===== config.mk =====
export PLATFORM = sky130hd
export DESIGN_NAME = uart_tx_brk
export DESIGN_NICKNAME = d
export VERILOG_FILES = /design/src/rtl/uart_tx_pkg.sv /design/src/rtl/tx_bit_timer.sv /design/src/rtl/tx_holding.sv /design/src/rtl/tx_shifter.sv /design/src/rtl/uart_tx_brk.sv
export SDC_FILE = /design/constraint.sdc
export NUM_CORES = 1
export LEC_CHECK = 0
export BUFFER_PORTS_ARGS = -buffer_cell sky130_fd_sc_hd__buf_2
export CELL_PAD_IN_SITES_DETAIL_PLACEMENT = 1
export CELL_PAD_IN_SITES_GLOBAL_PLACEMENT = 1
export CORE_MARGIN = 2
export CORE_UTILIZATION = 40
export DETAILED_ROUTE_END_ITERATION = 10
export GPL_TIMING_DRIVEN = 0
export PLACE_DENSITY_LB_ADDON = 0.2
export RECOVER_POWER = 25
export SLEW_MARGIN = 20
export SYNTH_ARGS = -nofsm -noshare
export SYNTH_HDL_FRONTEND = slang
export SYNTH_HIERARCHICAL = 1
export SYNTH_SLANG_ARGS = --single-unit

===== constraint.sdc =====
create_clock -name clk_i -period 2.2 [get_ports clk_i]
set_input_delay 0.22 -clock clk_i [delete_from_list [all_inputs] [get_ports clk_i]]
set_output_delay 0.22 -clock clk_i [all_outputs]
set_load 0.1 [all_outputs]

===== src/rtl/uart_tx_pkg.sv =====
package uart_tx_pkg;
  typedef enum logic [2:0] {
    TX_IDLE  = 3'd0,
    TX_START = 3'd1,
    TX_DATA  = 3'd2,
    TX_STOP  = 3'd3,
    TX_BRK   = 3'd4,
    TX_GAP   = 3'd5
  } tx_state_e;
endpackage


===== src/rtl/tx_bit_timer.sv =====
module tx_bit_timer #(
  parameter int unsigned OVS = 16
) (
  input  logic clk_i,
  input  logic rst_ni,
  input  logic clr_i,
  input  logic tick_i,
  input  logic mode_1x_i,
  output logic bit_stb_o
);
  localparam int unsigned CW = (OVS > 1) ? $clog2(OVS) : 1;
  localparam logic [CW-1:0] LAST = CW'(OVS - 1);

  logic [CW-1:0] cnt_q;

  always_ff @(posedge clk_i or negedge rst_ni) begin
    if (!rst_ni)     cnt_q <= '0;
    else if (clr_i)  cnt_q <= '0;
    else if (tick_i) cnt_q <= (cnt_q == LAST) ? '0 : cnt_q + CW'(1);
  end

  // one strobe per bit: every tick in 1x mode, else on the last of OVS ticks
  assign bit_stb_o = tick_i & (mode_1x_i | (cnt_q == LAST));
endmodule


===== src/rtl/tx_holding.sv =====
module tx_holding #(
  parameter int unsigned DATA_W = 8
) (
  input  logic              clk_i,
  input  logic              rst_ni,
  input  logic              clr_i,
  input  logic              load_i,
  input  logic [DATA_W-1:0] data_i,
  input  logic              pop_i,
  output logic              full_o,
  output logic [DATA_W-1:0] data_o
);
  logic              full_q;
  logic [DATA_W-1:0] data_q;

  always_ff @(posedge clk_i or negedge rst_ni) begin
    if (!rst_ni) begin
      full_q <= 1'b0;
      data_q <= '0;
    end else if (clr_i) begin
      full_q <= 1'b0;
    end else if (load_i) begin
      full_q <= 1'b1;
      data_q <= data_i;
    end else if (pop_i) begin
      full_q <= 1'b0;
    end
  end

  assign full_o = full_q;
  assign data_o = data_q;
endmodule


===== src/rtl/tx_shifter.sv =====
module tx_shifter
  import uart_tx_pkg::*;
#(
  parameter int unsigned DATA_W = 8
) (
  input  logic              clk_i,
  input  logic              rst_ni,
  input  logic              clr_i,
  input  logic              bit_stb_i,
  input  logic              hold_full_i,
  input  logic [DATA_W-1:0] hold_data_i,
  input  logic              brk_req_i,
  output logic              pop_o,
  output logic              busy_o,
  output logic              txd_o,
  output tx_state_e         state_o
);
  localparam int unsigned BW = (DATA_W > 1) ? $clog2(DATA_W) : 1;
  localparam logic [BW-1:0] LAST_BIT = BW'(DATA_W - 1);

  tx_state_e         state_q, state_d;
  logic [DATA_W-1:0] shreg_q, shreg_d;
  logic [BW-1:0]     bcnt_q, bcnt_d;
  logic              txd_q, txd_d;

  always_comb begin
    state_d = state_q;
    shreg_d = shreg_q;
    bcnt_d  = bcnt_q;
    pop_o   = 1'b0;
    if (bit_stb_i) begin
      unique case (state_q)
        TX_IDLE: begin
          // queued data always goes before a pending break
          if (hold_full_i) begin
            state_d = TX_START;
            shreg_d = hold_data_i;
            pop_o   = 1'b1;
          end else if (brk_req_i) begin
            state_d = TX_BRK;
          end
        end
        TX_START: begin
          state_d = TX_DATA;
          bcnt_d  = '0;
        end
        TX_DATA: begin
          shreg_d = shreg_q >> 1;
          bcnt_d  = bcnt_q + BW'(1);
          if (bcnt_q == LAST_BIT) state_d = TX_STOP;
        end
        TX_STOP: begin
          if (hold_full_i) begin
            state_d = TX_START;
            shreg_d = hold_data_i;
            pop_o   = 1'b1;
          end else if (brk_req_i) begin
            state_d = TX_BRK;
          end else begin
            state_d = TX_IDLE;
          end
        end
        TX_BRK: begin
          if (!brk_req_i) state_d = TX_GAP;
        end
        TX_GAP: begin
          // one full marking bit has elapsed
          if (hold_full_i) begin
            state_d = TX_START;
            shreg_d = hold_data_i;
            pop_o   = 1'b1;
          end else begin
            state_d = TX_IDLE;
          end
        end
        default: state_d = TX_IDLE;
      endcase
    end

    unique case (state_d)
      TX_START: txd_d = 1'b0;
      TX_DATA:  txd_d = shreg_d[0];
      TX_BRK:   txd_d = 1'b0;
      default:  txd_d = 1'b1;
    endcase
  end

  always_ff @(posedge clk_i or negedge rst_ni) begin
    if (!rst_ni) begin
      state_q <= TX_IDLE;
      shreg_q <= '0;
      bcnt_q  <= '0;
      txd_q   <= 1'b1;
    end else if (clr_i) begin
      state_q <= TX_IDLE;
      bcnt_q  <= '0;
      txd_q   <= 1'b1;
    end else begin
      state_q <= state_d;
      shreg_q <= shreg_d;
      bcnt_q  <= bcnt_d;
      txd_q   <= txd_d;
    end
  end

  assign busy_o  = (state_q != TX_IDLE);
  assign txd_o   = txd_q;
  assign state_o = state_q;
endmodule


===== src/rtl/uart_tx_brk.sv =====
module uart_tx_brk
  import uart_tx_pkg::*;
#(
  parameter int unsigned DATA_W = 8,
  parameter int unsigned OVS    = 16
) (
  input  logic              clk_i,
  input  logic              rst_ni,
  input  logic              tick_i,
  input  logic              mode_1x_i,
  input  logic              cmd_en_i,
  input  logic              cmd_dis_i,
  input  logic              cmd_brk_on_i,
  input  logic              cmd_brk_off_i,
  input  logic              cmd_rst_i,
  input  logic              wr_i,
  input  logic [DATA_W-1:0] wdata_i,
  output logic              txd_o,
  output logic              ready_o,
  output logic              empty_o
);
  logic              en_q, brk_q;
  logic              bit_stb;
  logic              hold_full, pop, busy, wr_ok;
  logic [DATA_W-1:0] hold_data;
  tx_state_e         tx_state;

  always_ff @(posedge clk_i or negedge rst_ni) begin
    if (!rst_ni) begin
      en_q  <= 1'b0;
      brk_q <= 1'b0;
    end else if (cmd_rst_i) begin
      en_q  <= 1'b0;
      brk_q <= 1'b0;
    end else begin
      if (cmd_dis_i)     en_q <= 1'b0;
      else if (cmd_en_i) en_q <= 1'b1;
      if (cmd_brk_off_i)             brk_q <= 1'b0;
      else if (cmd_brk_on_i && en_q) brk_q <= 1'b1;
    end
  end

  assign ready_o = en_q & ~hold_full;
  assign empty_o = ready_o & ~busy;
  assign wr_ok   = wr_i & ready_o;

  tx_bit_timer #(.OVS(OVS)) u_timer (
    .clk_i     (clk_i),
    .rst_ni    (rst_ni),
    .clr_i     (cmd_rst_i),
    .tick_i    (tick_i),
    .mode_1x_i (mode_1x_i),
    .bit_stb_o (bit_stb)
  );

  tx_holding #(.DATA_W(DATA_W)) u_hold (
    .clk_i  (clk_i),
    .rst_ni (rst_ni),
    .clr_i  (cmd_rst_i),
    .load_i (wr_ok),
    .data_i (wdata_i),
    .pop_i  (pop),
    .full_o (hold_full),
    .data_o (hold_data)
  );

  tx_shifter #(.DATA_W(DATA_W)) u_shift (
    .clk_i       (clk_i),
    .rst_ni      (rst_ni),
    .clr_i       (cmd_rst_i),
    .bit_stb_i   (bit_stb),
    .hold_full_i (hold_full),
    .hold_data_i (hold_data),
    .brk_req_i   (brk_q),
    .pop_o       (pop),
    .busy_o      (busy),
    .txd_o       (txd_o),
    .state_o     (tx_state)
  );
endmodule


==> impl_results.rst <==
.. list-table::
   :header-rows: 1

   * - Metric
     - Value
   * - Run status
     - complete, no violations
   * - Total DRC errors in the routed layout
     - 0
   * - Net count of the finished layout
     - 209
   * - Critical path fanouts, max
     - 10
   * - Crit path DAT
     - approximately 2.3 ns
   * - Global router's overall resource usage
     - 0.193
   * - Static Leak
     - approximately 0.00090 uW
   * - Largest net degree at the start of global routing
     - 31
   * - Slew of the pin with the lowest slew margin
     - ~0.75 ns
   * - Half-perimeter wire length of the detailed placement result
     - ~2.8 mm
   * - Setup slack of the most critical reg-to-reg path
     - 0.16 ns
   * - Library cell occupying the most area in the post-synthesis netlist
     - sky130_fd_sc_hd__dfrtp_1
   * - Min-Delay Startpoint
     - cmd_brk_off_i
   * - Most instantiated cells after synthesis
     - sky130_fd_sc_hd__dfrtp_1 (29), sky130_fd_sc_hd__nor2_1 (12), sky130_fd_sc_hd__a21oi_1 (10), sky130_fd_sc_hd__inv_1 (10), sky130_fd_sc_hd__mux2_4 (8)
   * - Number of standard cells after synthesis
     - 158
   * - Critical path launch point
     - u_timer/cnt_q[0]$_DFFE_PN0P_
   * - Die span in y
     - 68.3 um
   * - Total wire length
     - 3.90 mm
   * - Critical Setup Path Class
     - reg2reg
   * - Synth warn
     - 6
   * - Hold Path Stages
     - 2
   * - Io pins
     - 21
   * - Avg WL per Cell
     - about 16 um
   * - Sink of the worst hold path
     - brk_q$_DFFE_PN0P_
   * - Distinct cell type count after synthesis
     - 45
   * - Endpoint class of the critical path
     - register
   * - Type of the most critical hold path
     - in2reg
   * - Top_reg_cell synth
     - sky130_fd_sc_hd__dfrtp_1
   * - Antenna cell count
     - 0
   * - Grt total ovfl
     - 0
   * - Clock root buffer master
     - sky130_fd_sc_hd__clkbuf_8
   * - Hold violation count in the final report
     - 0
   * - Clock slew seen by the registers of the worst setup and hold paths
     - 0.06 ns
   * - Worst-skew pair later-pin latency
     - 0.29 ns
   * - Final critical delay including setup and external delays
     - 2.04 ns
   * - Share of the clock period used by the worst path after layout
     - 0.927
   * - Global placer's final weighted congestion
     - around 0.75
   * - Terminus of the critical flop-to-flop path
     - u_shift/txd_o$_DFF_PN1_
   * - Post-route worst setup slack
     - 0.161 ns
   * - Pre-CTS setup slack
     - -0.251 ns
   * - Mean cell area of the mapped netlist
     - 10.5 um2
   * - Starting Density
     - 0.413
   * - Cell with the most instances after synthesis
     - sky130_fd_sc_hd__dfrtp_1
   * - Global-route wire length before repair
     - ~6.5 mm
   * - Count of buffers from port buffering
     - 20
   * - Critical Path Start Type
     - register
   * - # fillers
     - approximately 460
   * - Flip-flop and latch count after synthesis
     - 30
   * - Pwr Density
     - 703 nW/um2
   * - Violation count after the first detailed-routing iteration
     - 61
   * - Vias in the first global route
     - ~1.3k
   * - Sequential area share after synthesis
     - 0.455
   * - Unrepaired setup endpoints after global routing
     - no
   * - Depth of the worst register-to-register path
     - 9
   * - Final instance count without filler cells
     - 239
   * - Vias per inst
     - ~5.3
   * - Launching point of the worst reg2reg path
     - u_timer/cnt_q[0]$_DFFE_PN0P_
   * - H-tree Lvls
     - 2
   * - First-pass iteration count of the detailed router
     - 4
   * - Max-cap violations
     - 0
   * - Worst Path Required
     - 2.41 ns
   * - Highest clock rate
     - 490 MHz
   * - Total number of clock tree sinks
     - 30
   * - Total number of vias
     - 1263
   * - Post-synth EDFFs
     - 0
   * - Number of buffers created by CTS
     - 5
   * - Chip Width
     - between 60 and 70 um
   * - Share of async-settable or async-resettable flops after synthesis
     - 1.00
   * - Area added between synthesis and finish
     - 17.7%
   * - Proportion of netlist area held by the largest area contributor
     - 0.439
   * - Final setup violation count
     - 0
   * - Number of antenna violations at the first check in global routing
     - 0
   * - Placeable core area
     - 4000 um2
   * - Inst Count DP
     - 228
   * - CTS tree
     - yes
   * - Buffers from clock root to sink, at most
     - 2
   * - Setup clock skew after layout
     - 0.00677 ns
   * - Max-slew violation count
     - 0
   * - Row cnt
     - 23
   * - Area of the mapped netlist
     - 1650 um2
   * - Top post-synthesis cells by area
     - sky130_fd_sc_hd__dfrtp_1 (44%), sky130_fd_sc_hd__mux2_4 (7.3%), sky130_fd_sc_hd__mux2i_1 (4.2%), sky130_fd_sc_hd__a21oi_1 (3.0%), sky130_fd_sc_hd__nor2_1 (2.7%)
   * - Count of nets left with antenna violations after detail routing
     - 0
   * - DIE AREA
     - 4660 um2
   * - Post-synth net total
     - between 150 and 200
   * - Layout cells sized above 1
     - 0.312
   * - Peak ir drop on the vdd network
     - between 0.4 and 0.5 mV
   * - Remaining max-slew budget at the tightest pin
     - 0.502
-- power breakdown --
group | switching (uW) | total (uW) | internal (uW)
clock | 221 | 472 | 251
combinational | 113 | 222 | 109
sequential | 48.2 | 674 | 626
total | 382 | 1370 | 986
-- state kept, by name, summed over array words and instances (netlist names) --
register / flops
u_hold/data_o: 8
u_shift/shreg_q: 8
u_timer/cnt_q: 4
u_shift/bcnt_q: 3
u_shift/state_o: 3
brk_q: 1
en_q: 1
u_hold/full_o: 1
u_shift/txd_o: 1
-- stage by stage --
step,hold slack [ns],total power (uW),setup TNS (ns),cell area (um2),util
2_1_floorplan,-0.0756,825,0,1650,-
3_3_place_gp,0.300,887,-0.113,1820,0.454
3_5_place_dp,0.309,905,-0.454,1820,0.454
4_1_cts,0.0807,1380,0,1940,0.484
5_1_grt,0.0889,1450,0,1950,0.486
6_report,0.0899,1370,0,1950,0.486
-- layout make-up --
class,instances,area (um2),area share
multi-input combinational,110,817,0.420
sequential,30,753,0.387
timing repair buffer,23,125,0.0643
clock buffer,6,82.6,0.0424
tap,50,62.6,0.0322
buffer,8,55.1,0.0283
inverter,10,37.5,0.0193
clock inverter,2,12.5,0.00643
-- critical path, stage by stage (launching register included) --
cell	delay, ns
sky130_fd_sc_hd__dfrtp_2	0.44
sky130_fd_sc_hd__ha_2	0.22
sky130_fd_sc_hd__a31oi_1	0.17
sky130_fd_sc_hd__nor2b_2	0.09
sky130_fd_sc_hd__clkbuf_4	0.18
sky130_fd_sc_hd__and2_1	0.14
sky130_fd_sc_hd__a222oi_1	0.29
sky130_fd_sc_hd__buf_4	0.18
sky130_fd_sc_hd__a21oi_1	0.04
sky130_fd_sc_hd__a31o_1	0.20
-- kinds of logic after synthesis --
logic type | count (synthesis) | synth area share
AO/OA/AOI/OAI | 34 | 0.129
XOR/XNOR | 3 | 0.0159
adder cells (fa/ha/maj) | 4 | 0.0295
buffers and inverters | 18 | 0.0538
flip-flops | 30 | 0.455
multiplexers | 18 | 0.136
AND/OR/NAND/NOR | 51 | 0.182
-- metal layers --
| metal | up-vias | global-route usage | wire length [um] |
|---|---|---|---|
| li1 | 612 | - | - |
| met3 | 7 | 0.0493 | 94 |
| met5 | - | 0 | 0 |
| met1 | 631 | 0.242 | 1810 |
| met2 | 13 | 0.323 | 1930 |
| met4 | 0 | 0.0675 | 59 |
-- worst max path at each step --
stage	endpoint	slack, ns	cells after the start
3_3_place_gp	u_shift/txd_o$_DFF_PN1_	-0.11	8
5_1_grt	u_shift/txd_o$_DFF_PN1_	0.02	9
3_5_place_dp	u_shift/txd_o$_DFF_PN1_	-0.25	8
6_report	u_shift/txd_o$_DFF_PN1_	0.16	9
2_1_floorplan	u_shift/shreg_q[4]$_DFFE_PN0P_	0.32	7
4_1_cts	u_shift/txd_o$_DFF_PN1_	0.03	9
-- layout by cell type, fill, tap and decap left out, types with 3 or more instances in the layout --
cell / count
sky130_fd_sc_hd__and3_1: 3
sky130_fd_sc_hd__clkbuf_8: 6
sky130_fd_sc_hd__a22o_1: 3
sky130_fd_sc_hd__nand2_1: 6
sky130_fd_sc_hd__o21ai_0: 7
sky130_fd_sc_hd__mux2i_1: 7
sky130_fd_sc_hd__a31oi_1: 3
sky130_fd_sc_hd__and2_1: 3
sky130_fd_sc_hd__inv_1: 10
sky130_fd_sc_hd__buf_4: 3
sky130_fd_sc_hd__a21oi_1: 10
sky130_fd_sc_hd__nor3_1: 3
sky130_fd_sc_hd__a22oi_1: 3
sky130_fd_sc_hd__nand3_1: 4
sky130_fd_sc_hd__buf_2: 21
sky130_fd_sc_hd__mux2_2: 3
sky130_fd_sc_hd__dfrtp_1: 28
sky130_fd_sc_hd__nand2b_1: 5
sky130_fd_sc_hd__nor2_1: 12
sky130_fd_sc_hd__mux2_4: 8
-- repair_timing --
item / in CTS / in global routing
hold buffers: 1 / 0
gates cloned: 0 / 0
pin swaps: 1 / 0
resized for setup: 1 / 5
endpoints found under the setup margin: 5 / 8
hold endpoints to repair: 29 / 0
setup buffers: 2 / 0
Power figures use the tool's default switching activity.
